$ cat src/rtl/sptr_pkg.sv
package sptr_pkg;
    // Action selected for a cycle, in priority order: loads before steps.
    typedef enum logic [1:0] {
        ACT_HOLD  = 2'd0,
        ACT_FULL  = 2'd1,
        ACT_SPLIT = 2'd2,
        ACT_STEP  = 2'd3
    } act_e;
endpackage

$ cat src/rtl/sptr_decode.sv
module sptr_decode
    import sptr_pkg::*;
(
    input  logic tap_load,
    input  logic tap_split,
    input  logic step,
    output act_e act
);
    always_comb begin
        if (tap_load) begin
            act = tap_split ? ACT_SPLIT : ACT_FULL;
        end else if (step) begin
            act = ACT_STEP;
        end else begin
            act = ACT_HOLD;
        end
    end
endmodule

$ cat src/rtl/sptr_advance.sv
module sptr_advance #(
    parameter int ADDR_W = 9
) (
    input  logic [ADDR_W-1:0] ptr_cur,
    input  logic              pend_valid,
    input  logic [ADDR_W-2:0] pend_low,
    output logic [ADDR_W-1:0] ptr_next,
    output logic              at_edge,
    output logic              take_pend
);
    localparam int LOW_W = ADDR_W - 1;

    logic [ADDR_W-1:0] seq_addr;

    always_comb begin
        seq_addr  = ptr_cur + 1'b1;
        at_edge   = &ptr_cur[LOW_W-1:0];
        take_pend = at_edge & pend_valid;
        if (take_pend) begin
            ptr_next = {~ptr_cur[ADDR_W-1], pend_low};
        end else begin
            ptr_next = seq_addr;
        end
    end
endmodule

$ cat src/rtl/sptr_pend.sv
module sptr_pend
    import sptr_pkg::*;
#(
    parameter int ADDR_W = 9
) (
    input  logic              clk,
    input  logic              rst_n,
    input  act_e              act,
    input  logic [ADDR_W-1:0] tap_addr,
    input  logic              take_pend,
    output logic              pend_valid,
    output logic [ADDR_W-2:0] pend_low
);
    localparam int LOW_W = ADDR_W - 1;

    typedef struct packed {
        logic             valid;
        logic [LOW_W-1:0] low;
    } pend_t;

    pend_t pend_d, pend_q;

    always_comb begin
        pend_d = pend_q;
        case (act)
            ACT_FULL:  pend_d.valid = 1'b0;
            ACT_SPLIT: begin
                pend_d.valid = 1'b1;
                pend_d.low   = tap_addr[LOW_W-1:0];
            end
            ACT_STEP:  if (take_pend) pend_d.valid = 1'b0;
            default:   pend_d = pend_q;
        endcase
    end

    always_ff @(posedge clk or negedge rst_n) begin
        if (!rst_n) begin
            pend_q <= '0;
        end else begin
            pend_q <= pend_d;
        end
    end

    assign pend_valid = pend_q.valid;
    assign pend_low   = pend_q.low;

    // a split load leaves the latest low bits on record
    p_pend_capture_r5: assert property (@(posedge clk) disable iff (!rst_n)
        (act == ACT_SPLIT) |=> (pend_valid && pend_low == $past(tap_addr[LOW_W-1:0])));

    // a full load drops the record
    p_pend_drop_r2: assert property (@(posedge clk) disable iff (!rst_n)
        (act == ACT_FULL) |=> !pend_valid);
endmodule

$ cat src/rtl/sptr_unit.sv
module sptr_unit
    import sptr_pkg::*;
#(
    parameter int ADDR_W = 9
) (
    input  logic              clk,
    input  logic              rst_n,
    input  logic              step,
    input  logic              tap_load,
    input  logic              tap_split,
    input  logic [ADDR_W-1:0] tap_addr,
    output logic [ADDR_W-1:0] ptr,
    output logic              half_flag
);
    localparam int LOW_W = ADDR_W - 1;

    typedef struct packed {
        logic [ADDR_W-1:0] ptr;
        logic              flag;
    } core_t;

    core_t core_d, core_q;

    act_e              act;
    logic              pend_valid;
    logic [LOW_W-1:0]  pend_low;
    logic [ADDR_W-1:0] ptr_next;
    logic              at_edge;
    logic              take_pend;
    logic              take_gated;

    sptr_decode u_decode (
        .tap_load  (tap_load),
        .tap_split (tap_split),
        .step      (step),
        .act       (act)
    );

    sptr_advance #(.ADDR_W(ADDR_W)) u_advance (
        .ptr_cur    (core_q.ptr),
        .pend_valid (pend_valid),
        .pend_low   (pend_low),
        .ptr_next   (ptr_next),
        .at_edge    (at_edge),
        .take_pend  (take_pend)
    );

    assign take_gated = take_pend & (act == ACT_STEP);

    sptr_pend #(.ADDR_W(ADDR_W)) u_pend (
        .clk        (clk),
        .rst_n      (rst_n),
        .act        (act),
        .tap_addr   (tap_addr),
        .take_pend  (take_gated),
        .pend_valid (pend_valid),
        .pend_low   (pend_low)
    );

    // The flag is kept separately: it loads from the tap top bit and toggles on half exit.
    always_comb begin
        core_d = core_q;
        case (act)
            ACT_FULL: begin
                core_d.ptr  = tap_addr;
                core_d.flag = tap_addr[ADDR_W-1];
            end
            ACT_STEP: begin
                core_d.ptr  = ptr_next;
                core_d.flag = at_edge ? ~core_q.flag : core_q.flag;
            end
            default: core_d = core_q;
        endcase
    end

    always_ff @(posedge clk or negedge rst_n) begin
        if (!rst_n) begin
            core_q <= '0;
        end else begin
            core_q <= core_d;
        end
    end

    assign ptr       = core_q.ptr;
    assign half_flag = core_q.flag;

    // flag always agrees with the pointer's half
    p_flag_half_r4: assert property (@(posedge clk) disable iff (!rst_n)
        half_flag == ptr[ADDR_W-1]);

    // full load wins and lands the tap
    p_full_load_r2: assert property (@(posedge clk) disable iff (!rst_n)
        (tap_load && !tap_split) |=> (ptr == $past(tap_addr)));

    // split load does not move the pointer
    p_split_hold_r5: assert property (@(posedge clk) disable iff (!rst_n)
        (tap_load && tap_split) |=> ($stable(ptr) && $stable(half_flag)));

    // sequential step inside a half
    p_step_seq_r3: assert property (@(posedge clk) disable iff (!rst_n)
        (step && !tap_load && (ptr[LOW_W-1:0] != {LOW_W{1'b1}}))
        |=> (ptr == $past(ptr) + 1'b1));

    // leaving a half always flips the half
    p_edge_flip_r6: assert property (@(posedge clk) disable iff (!rst_n)
        (step && !tap_load && (ptr[LOW_W-1:0] == {LOW_W{1'b1}}))
        |=> (half_flag != $past(half_flag)));

    // idle holds
    p_idle_hold_r9: assert property (@(posedge clk) disable iff (!rst_n)
        (!step && !tap_load) |=> $stable(ptr));
endmodule

$ cat config.mk
export PLATFORM = sky130hd
export DESIGN_NAME = sptr_unit
export DESIGN_NICKNAME = d
export VERILOG_FILES = /design/src/rtl/sptr_pkg.sv /design/src/rtl/sptr_decode.sv /design/src/rtl/sptr_advance.sv /design/src/rtl/sptr_pend.sv /design/src/rtl/sptr_unit.sv
export SDC_FILE = /design/constraint.sdc
export NUM_CORES = 1
export LEC_CHECK = 0
export ABC_CLOCK_PERIOD_IN_PS = 2620
export BUFFER_PORTS_ARGS = -buffer_cell sky130_fd_sc_hd__buf_2
export CORE_UTILIZATION = 55
export DETAILED_ROUTE_END_ITERATION = 16
export PLACE_DENSITY = 0.93
export SLEW_MARGIN = 30
export SYNTH_ARGS = -nofsm -noshare
export SYNTH_HDL_FRONTEND = slang
export SYNTH_SLANG_ARGS = --single-unit
$ cat constraint.sdc
create_clock -name clk -period 2.62 [get_ports clk]
set_clock_uncertainty 0.15 [all_clocks]
set_input_delay 0.131 -clock clk [delete_from_list [all_inputs] [get_ports clk]]
set_output_delay 0.131 -clock clk [all_outputs]
set_load 0.02 [all_outputs]
==> impl_summary.md, run 1 <==
Finish
The library cell used most frequently in the layout, excluding fill and tap cells, is sky130_fd_sc_hd__buf_2. The proportion of layout cells with a drive suffix above 1 is 31.01%. The diode insertion count for antenna repair is 0.

The fraction of the core area covered by cells at the end of the flow is 72.39%. The synthesis-to-layout area growth is 24.56%. At the end of the flow, the number of nets in the layout was 145.

Leaving out fill and tap cells, the most frequent cells in the layout are 23 x sky130_fd_sc_hd__buf_2, 19 x sky130_fd_sc_hd__dfrtp_1, 10 x sky130_fd_sc_hd__dlygate4sd3_1.

Yosys
The predominant post-synthesis flop cell is sky130_fd_sc_hd__dfrtp_1. Counting flops with an async set or reset pin after synthesis yields a share of 100.0%. The number of warning messages in the yosys log is 0. After synthesis the netlist holds a flip-flop and latch count of 19.

Synthesis produced 95 cells. Counting flops with a built-in enable in the synthesized netlist gives 0. The average instance in the mapped netlist occupies 10.56 um2. The synthesized netlist contains 33 unique library cells.

Counting every net in the synthesized netlist gives 110. The synthesized netlist occupies a cell area of 1003 um2. Summing the sequential cell areas from Yosys gives 47.38% of the chip area.

Worst setup path
STA puts the critical path data required time at 2.69 ns. The signal on the critical path passes through dlygate4sd3_1, buf_2, nor2b_1, buf_4, nor2_1, a22oi_1, o21ai_0. The data arrival time of the critical path is 1.86 ns. The critical path is of the input port to register type. In this design, the stage delay of the slowest critical-path cell is 0.54 ns. The maximum fanout count along the critical path is 12.

The type of origin of the critical path is an input port. The slowest stage of the critical path is the sky130_fd_sc_hd__dlygate4sd3_1 cell. The capturing element type of the critical path is a register.

Global routing
Global routing consumed, on the met1 layer, 34.38% of the routing resources. The layer flagged by global routing as most heavily used is met2. The largest net degree at the start of global routing is 20. The first global-routing pass estimated 3781 um of wire. The initial antenna violation count is 0. Global routing consumed, on the met3 layer, 3.600% of the routing resources. The total overflow left after global routing is 0. The overall fraction of global-route tracks in use is 26.73%. For met2 alone, demand over resource in global routing was 43.24%.

The number of global-route vias before repair is 876.

Run
The tool flagged a number of max-cap violations equal to 0.

Timing
The total setup violations reported at the end of the flow is 0. The post-route minimum period is 1.785 ns. The hold violation total from the final report is 0. Setup repair after global routing left no endpoint under its margin. The max-slew violation count is 0. The fraction of the cycle the final worst path needs is 68.14%. The summed negative setup slack over all endpoints is 0 ns. The normalized max-slew margin is 62.66%. Based on the critical path, the design can be clocked at up to 560.1 MHz.

For the pin with the worst max-slew slack, the measured transition is 0.5580 ns.

Clocking
The deepest level of the CTS H-tree is 1. Clock-pin slew was measured on the worst setup and hold paths at 0.11 ns. The clock reaches the later pin of the worst-skew pair after 0.30 ns. The number of clock buffers added by TritonCTS is 3.

The clock sink total is 19. The root buffer cell is sky130_fd_sc_hd__clkbuf_4. TritonCTS built the clock tree. The longest clock path from root to sink contains 2 buffers.

Placed design
The congestion estimate from routability-driven global placement came to 0.8612. After legalization and detailed placement, the total HPWL measured 1583 um. The number of port buffers is 23.

Floorplanning
In this run the horizontal extent of the chip is 44.72 um. For this design the top-level I/O count stands at 24. The starting density of the core is 58.12%. The core area is 1727 um2.

The die covers 1999 um2. The floorplan has 15 rows. The vertical die dimension is 44.72 um.

Route
The via count is 909. The total detailed-routing wirelength is 2414 um. Dividing the detail-routed via count by the number of cells gives 5.903. The detailed-routing iteration count for the pre-antenna-repair pass is 4. The number of violations reported at the end of detailed-routing iteration 0 is 23. The number of design rule violations left after detail routing is 0. In the final routed layout, each cell accounts on average for 15.68 um. Once detail routing completed, the nets flagged for antenna violations numbered 0.

Power
In this run the static leakage power is 0.5584 nW. The maximum VDD drop is 501.5 uV. Dividing total power by cell area gives a power density of 602.5 nW/um2.

Status
The run finished with clean final reports.

Min path
The worst min-delay path category is input port to register.
[area by class of cell]
cell class | count | area, um2
clock buffer | 3 | 22.52
clock inverter | 1 | 5.005
fill | 145 | 476.7
inverter | 1 | 3.754
multi-input combinational | 71 | 489.2
sequential | 19 | 475.5
tap | 25 | 31.28
timing repair buffer | 34 | 222.7
[timing repair]
action,4_1_cts,5_1_grt
resized for setup,0,0
setup buffers,0,0
hold endpoints to repair,36,0
hold buffers,10,0
[Yosys cell counts, drive strengths merged, types with 4 or more instances]
cell type / number / area, um2
a21oi: 5 / 25.02
nand3: 5 / 25.02
mux2: 8 / 90.09
nor3: 4 / 20.02
o21ai: 11 / 55.05
nand2: 5 / 18.77
and3: 4 / 32.53
dfrtp: 19 / 475.5
a22oi: 6 / 45.04
[stage by stage]
stage	hold slack [ns]	power (mW)	setup slack, ns	std cells	cell area [um2]
2_1_floorplan	-0.3146	0.5188	0.8477	95	1003
6_report	0.01543	0.7531	0.8347	154	1250
4_1_cts	0.02021	0.7521	0.8769	154	1250
5_1_grt	0.04421	0.7893	0.7399	154	1250
3_3_place_gp	-0.07248	0.5792	0.9870	140	1122
3_5_place_dp	-0.05992	0.5902	0.9225	140	1122
[critical path: cells and delay by family]
kind | cells | cell delay, ns
buffers and inverters | 3 | 0.86
AND/OR/NAND/NOR | 2 | 0.57
AO/OA/AOI/OAI | 2 | 0.29
[per-layer routing]
metal	vias up	share of wire (%)
met5	-	0
met3	3	6.3
met2	49	50
li1	428	-
met1	429	43
met4	0	1.0
[cells by family (layout without fill, tap and decap cells)]
kind of cell             count (synthesis)  in the layout  share of synthesized area [%]
AND/OR/NAND/NOR                         29             29                          16.83
AO/OA/AOI/OAI                           28             28                          17.08
flip-flops                              19             19                          47.38
multiplexers                            10             10                          10.97
buffers and inverters                    5             39                          3.865
XOR/XNOR                                 3              3                          2.619
adder cells (fa/ha/maj)                  1              1                          1.247
[flip-flops by register name, summed over array words and instances, names as in the netlist]
signal / cells
half_flag: 1
ptr: 9
u_pend.pend_low: 8
u_pend.pend_valid: 1
[power breakdown]
group	leakage (nW)	switching, mW	internal [mW]
logic	0.315	0.115	0.0953
clock network	0.0177	0.0923	0.0570
registers	0.226	0.0539	0.339
total	0.558	0.261	0.492
[worst paths after layout]
path                             startpoint           endpoint  depth (start not counted)  slack, ns
worst min register to register    half_flag          half_flag                          1       0.33
worst max register to register       ptr[0]             ptr[1]                          5       0.87
max in group asynchronous             rst_n             ptr[1]                          2       1.89
worst max-delay path               tap_load             ptr[3]                          7       0.83
worst min-delay path            tap_addr[8]             ptr[8]                          3       0.02
min in group asynchronous             rst_n  u_pend.pend_valid                          2       0.13
Note: power is estimated with default switching activity, not from simulation.
==> run 2, diff against run 1 <==
ABC_CLOCK_PERIOD_IN_PS = 1500   (was 2620)
CORE_UTILIZATION = 46   (was 55)
PLACE_DENSITY = 0.84   (was 0.93)
clock period = 1.5 ns   (was 2.62 ns; I/O delays follow)
==> run 2 against run 1 <==
Against the previous run:
- the run now ends with setup timing left
- largest power group unchanged
- sequential power up 72%
- via count up 8.6%
- final cell count up 10%
==> impl_summary.md, run 2 (synthesis results as in run 1) <==
Clocking
The clock tree from TritonCTS is yes. Buffers inserted during clock tree synthesis total 3. In this run the clock root is driven by a sky130_fd_sc_hd__clkbuf_4. In this run the number of H-tree levels came out at 1. The latest clock arrival within the worst-skew pair is 0.29 ns.

The number of buffers between clock root and the deepest sink is 2. The clock-pin slew on the worst setup and hold paths is 0.11 ns. The clock sink total is 19.

Finish
The finished cells cover 1448 um2. The most common library cell in the layout ignoring fill and taps is sky130_fd_sc_hd__buf_2. The proportion of layout cells with a drive suffix above 1 is 48.25%. The register with the most flip-flops in the layout has 9 of them. The library cells used most frequently in the layout, excluding fill and tap cells, are 23 x sky130_fd_sc_hd__buf_2, 13 x sky130_fd_sc_hd__dfrtp_1, 13 x sky130_fd_sc_hd__buf_4. The diode insertion count for antenna repair is 0. The final layout contains 159 nets. For this run, the share of the core covered by cells in the final layout is 72.31%. The synthesis-to-layout area growth is 44.26%.

Global routing
The overall fraction of global-route tracks in use is 25.97%. Entering global routing, the biggest net connects 20 pins. The number of global-route vias before repair came to 961. The initial antenna violation count is 0. The total global routing overflow is 0. The first-pass GRT wire length is 4643 um.

Timing
Setup repair after global routing could not meet its margin everywhere. The total setup violations reported at the end of the flow is 2. The normalized max-slew margin is 58.80%. For the pin with the worst max-slew slack, the measured transition is 0.6157 ns. The smallest clock period supported by the final layout is computed as 1.530 ns. After layout, the worst setup slack is -0.02967 ns. The highest attainable clock frequency is 653.7 MHz. Adding up every negative setup slack in the final design gives -0.05757 ns. The hold violation total from the final report is 0. The final hold slack is 0.08563 ns. The max-slew violation count was 0. The final critical path takes up 102.0% of the cycle.

Power
Dividing total power by cell area gives a power density of 1012 nW/um2. The internal portion of the total power is 0.9673 mW. The maximum VDD drop is 709.2 uV. The sequential fraction of design power is 46.0%.

The proportion of power drawn by the clock network is 17.6%. The total power of the final layout is 1.465 mW. The switching power is 0.4972 mW. In this run the static leakage power is 0.6277 nW. Combinational cells account for 36.4% of the total power.

Net switching is 33.95% of the power.

Floorplanning
The starting density of the core is 50.12%. The floorplan has 16 rows. The total die area is 2372 um2. The die is 48.71 um wide.

The number of primary I/O pins is 24. The vertical die dimension is 48.71 um. The core area is 2002 um2.

Worst setup path
The number of cells on the worst reg-to-reg path is 5. The cell family contributing the most delay on the critical path is flip-flops. The kind of critical path is register to register. The standard cell with the maximum stage delay on the critical path is sky130_fd_sc_hd__dfrtp_2.

The required arrival time at the worst endpoint is 1.54 ns. Along the worst path, the maximum fanout reaches 5. The critical path runs through a total of 5 cells.

STA classifies the critical path endpoint as a register. The type of origin of the critical path is a register. In this design, the stage delay of the slowest critical-path cell is 0.44 ns.

The combined buffer and inverter count along the critical path is 0. The critical path goes through ha_4, and3_4, xnor2_2, a21oi_2, a221o_1. At the worst endpoint, the arrival time is 1.57 ns.

Status
The run finished, with violations left. The checks that failed: setup timing.

Placed design
The routability congestion estimate is 0.8811. Buffers placed on the I/O ports in this run total 23. The placed wire-length estimate after detailed placement is 1672 um. Once placement finished, the instance area stood at 1220 um2.

Route
For this block, the via count after detailed routing is 987. Dividing the detail-routed wire length by the instance count gives 16.41 um. The number of violations reported at the end of detailed-routing iteration 0 is 40. In this run the remaining antenna-violating nets after routing total 0. Using the TritonRoute via totals, the vias-per-cell ratio works out to 5.806. After detailed routing, the number of remaining DRC violations is 0. The pre-antenna-repair detailed-routing pass consisted of 4 iterations. After detailed routing, the total wire length is 2789 um.

Min path
The worst min-delay path category is input port to async pin.

Run
Max-cap violations in this run came to 0.
-- run 2: metal layers --
layer  track usage, %  share of wire, %  up-vias
li1                 -                 -      452
met1            35.02                42      479
met2            41.44                50       52
met3            4.403               7.7        4
met4            10.29               1.1        0
met5                0                 0        -
-- run 2: through the flow --
step                worst slack [ns]  std cells
floorplan                   -0.09609         95
global placement            -0.02368        151
detailed placement          -0.04707        151
CTS                        -0.003914        168
global route                -0.08502        170
finish                      -0.02967        170
-- run 2: repair_timing --
item,in CTS,in global routing
buffers inserted,1,2
hold endpoints to repair,38,0
pin swaps,4,3
hold buffers,12,0
resized for setup,2,10
setup endpoints to repair,2,10
-- run 2: cell type report --
type / instances / area, um2
multi-input cells: 71 / 568.0
fillers: 150 / 554.3
flip-flops and latches: 19 / 483.0
repair buffers: 48 / 332.8
well taps: 27 / 33.78
clock buffers: 4 / 26.28
inverters: 1 / 3.754
-- run 2: final timing paths --
check	from	to	slack (ns)
max	ptr[0]	ptr[4]	-0.03
min	rst_n	u_pend.pend_valid	0.09
max reg2reg	ptr[0]	ptr[4]	-0.03
min reg2reg	u_pend.pend_low[5]	u_pend.pend_low[5]	0.37
max in group asynchronous	rst_n	ptr[0]	0.78
min in group clk	step	ptr[1]	0.12
-- run 2: power by group through the flow --
| stage | Clock [mW] | Sequential [mW] | Combinational [mW] |
|---|---|---|---|
| finish | 0.258 | 0.674 | 0.533 |
| global route | 0.302 | 0.681 | 0.582 |
| CTS | 0.267 | 0.662 | 0.489 |
| detailed placement | 0 | 0.671 | 0.448 |
| global placement | 0 | 0.666 | 0.436 |
| floorplan | 0 | 0.738 | 0.193 |
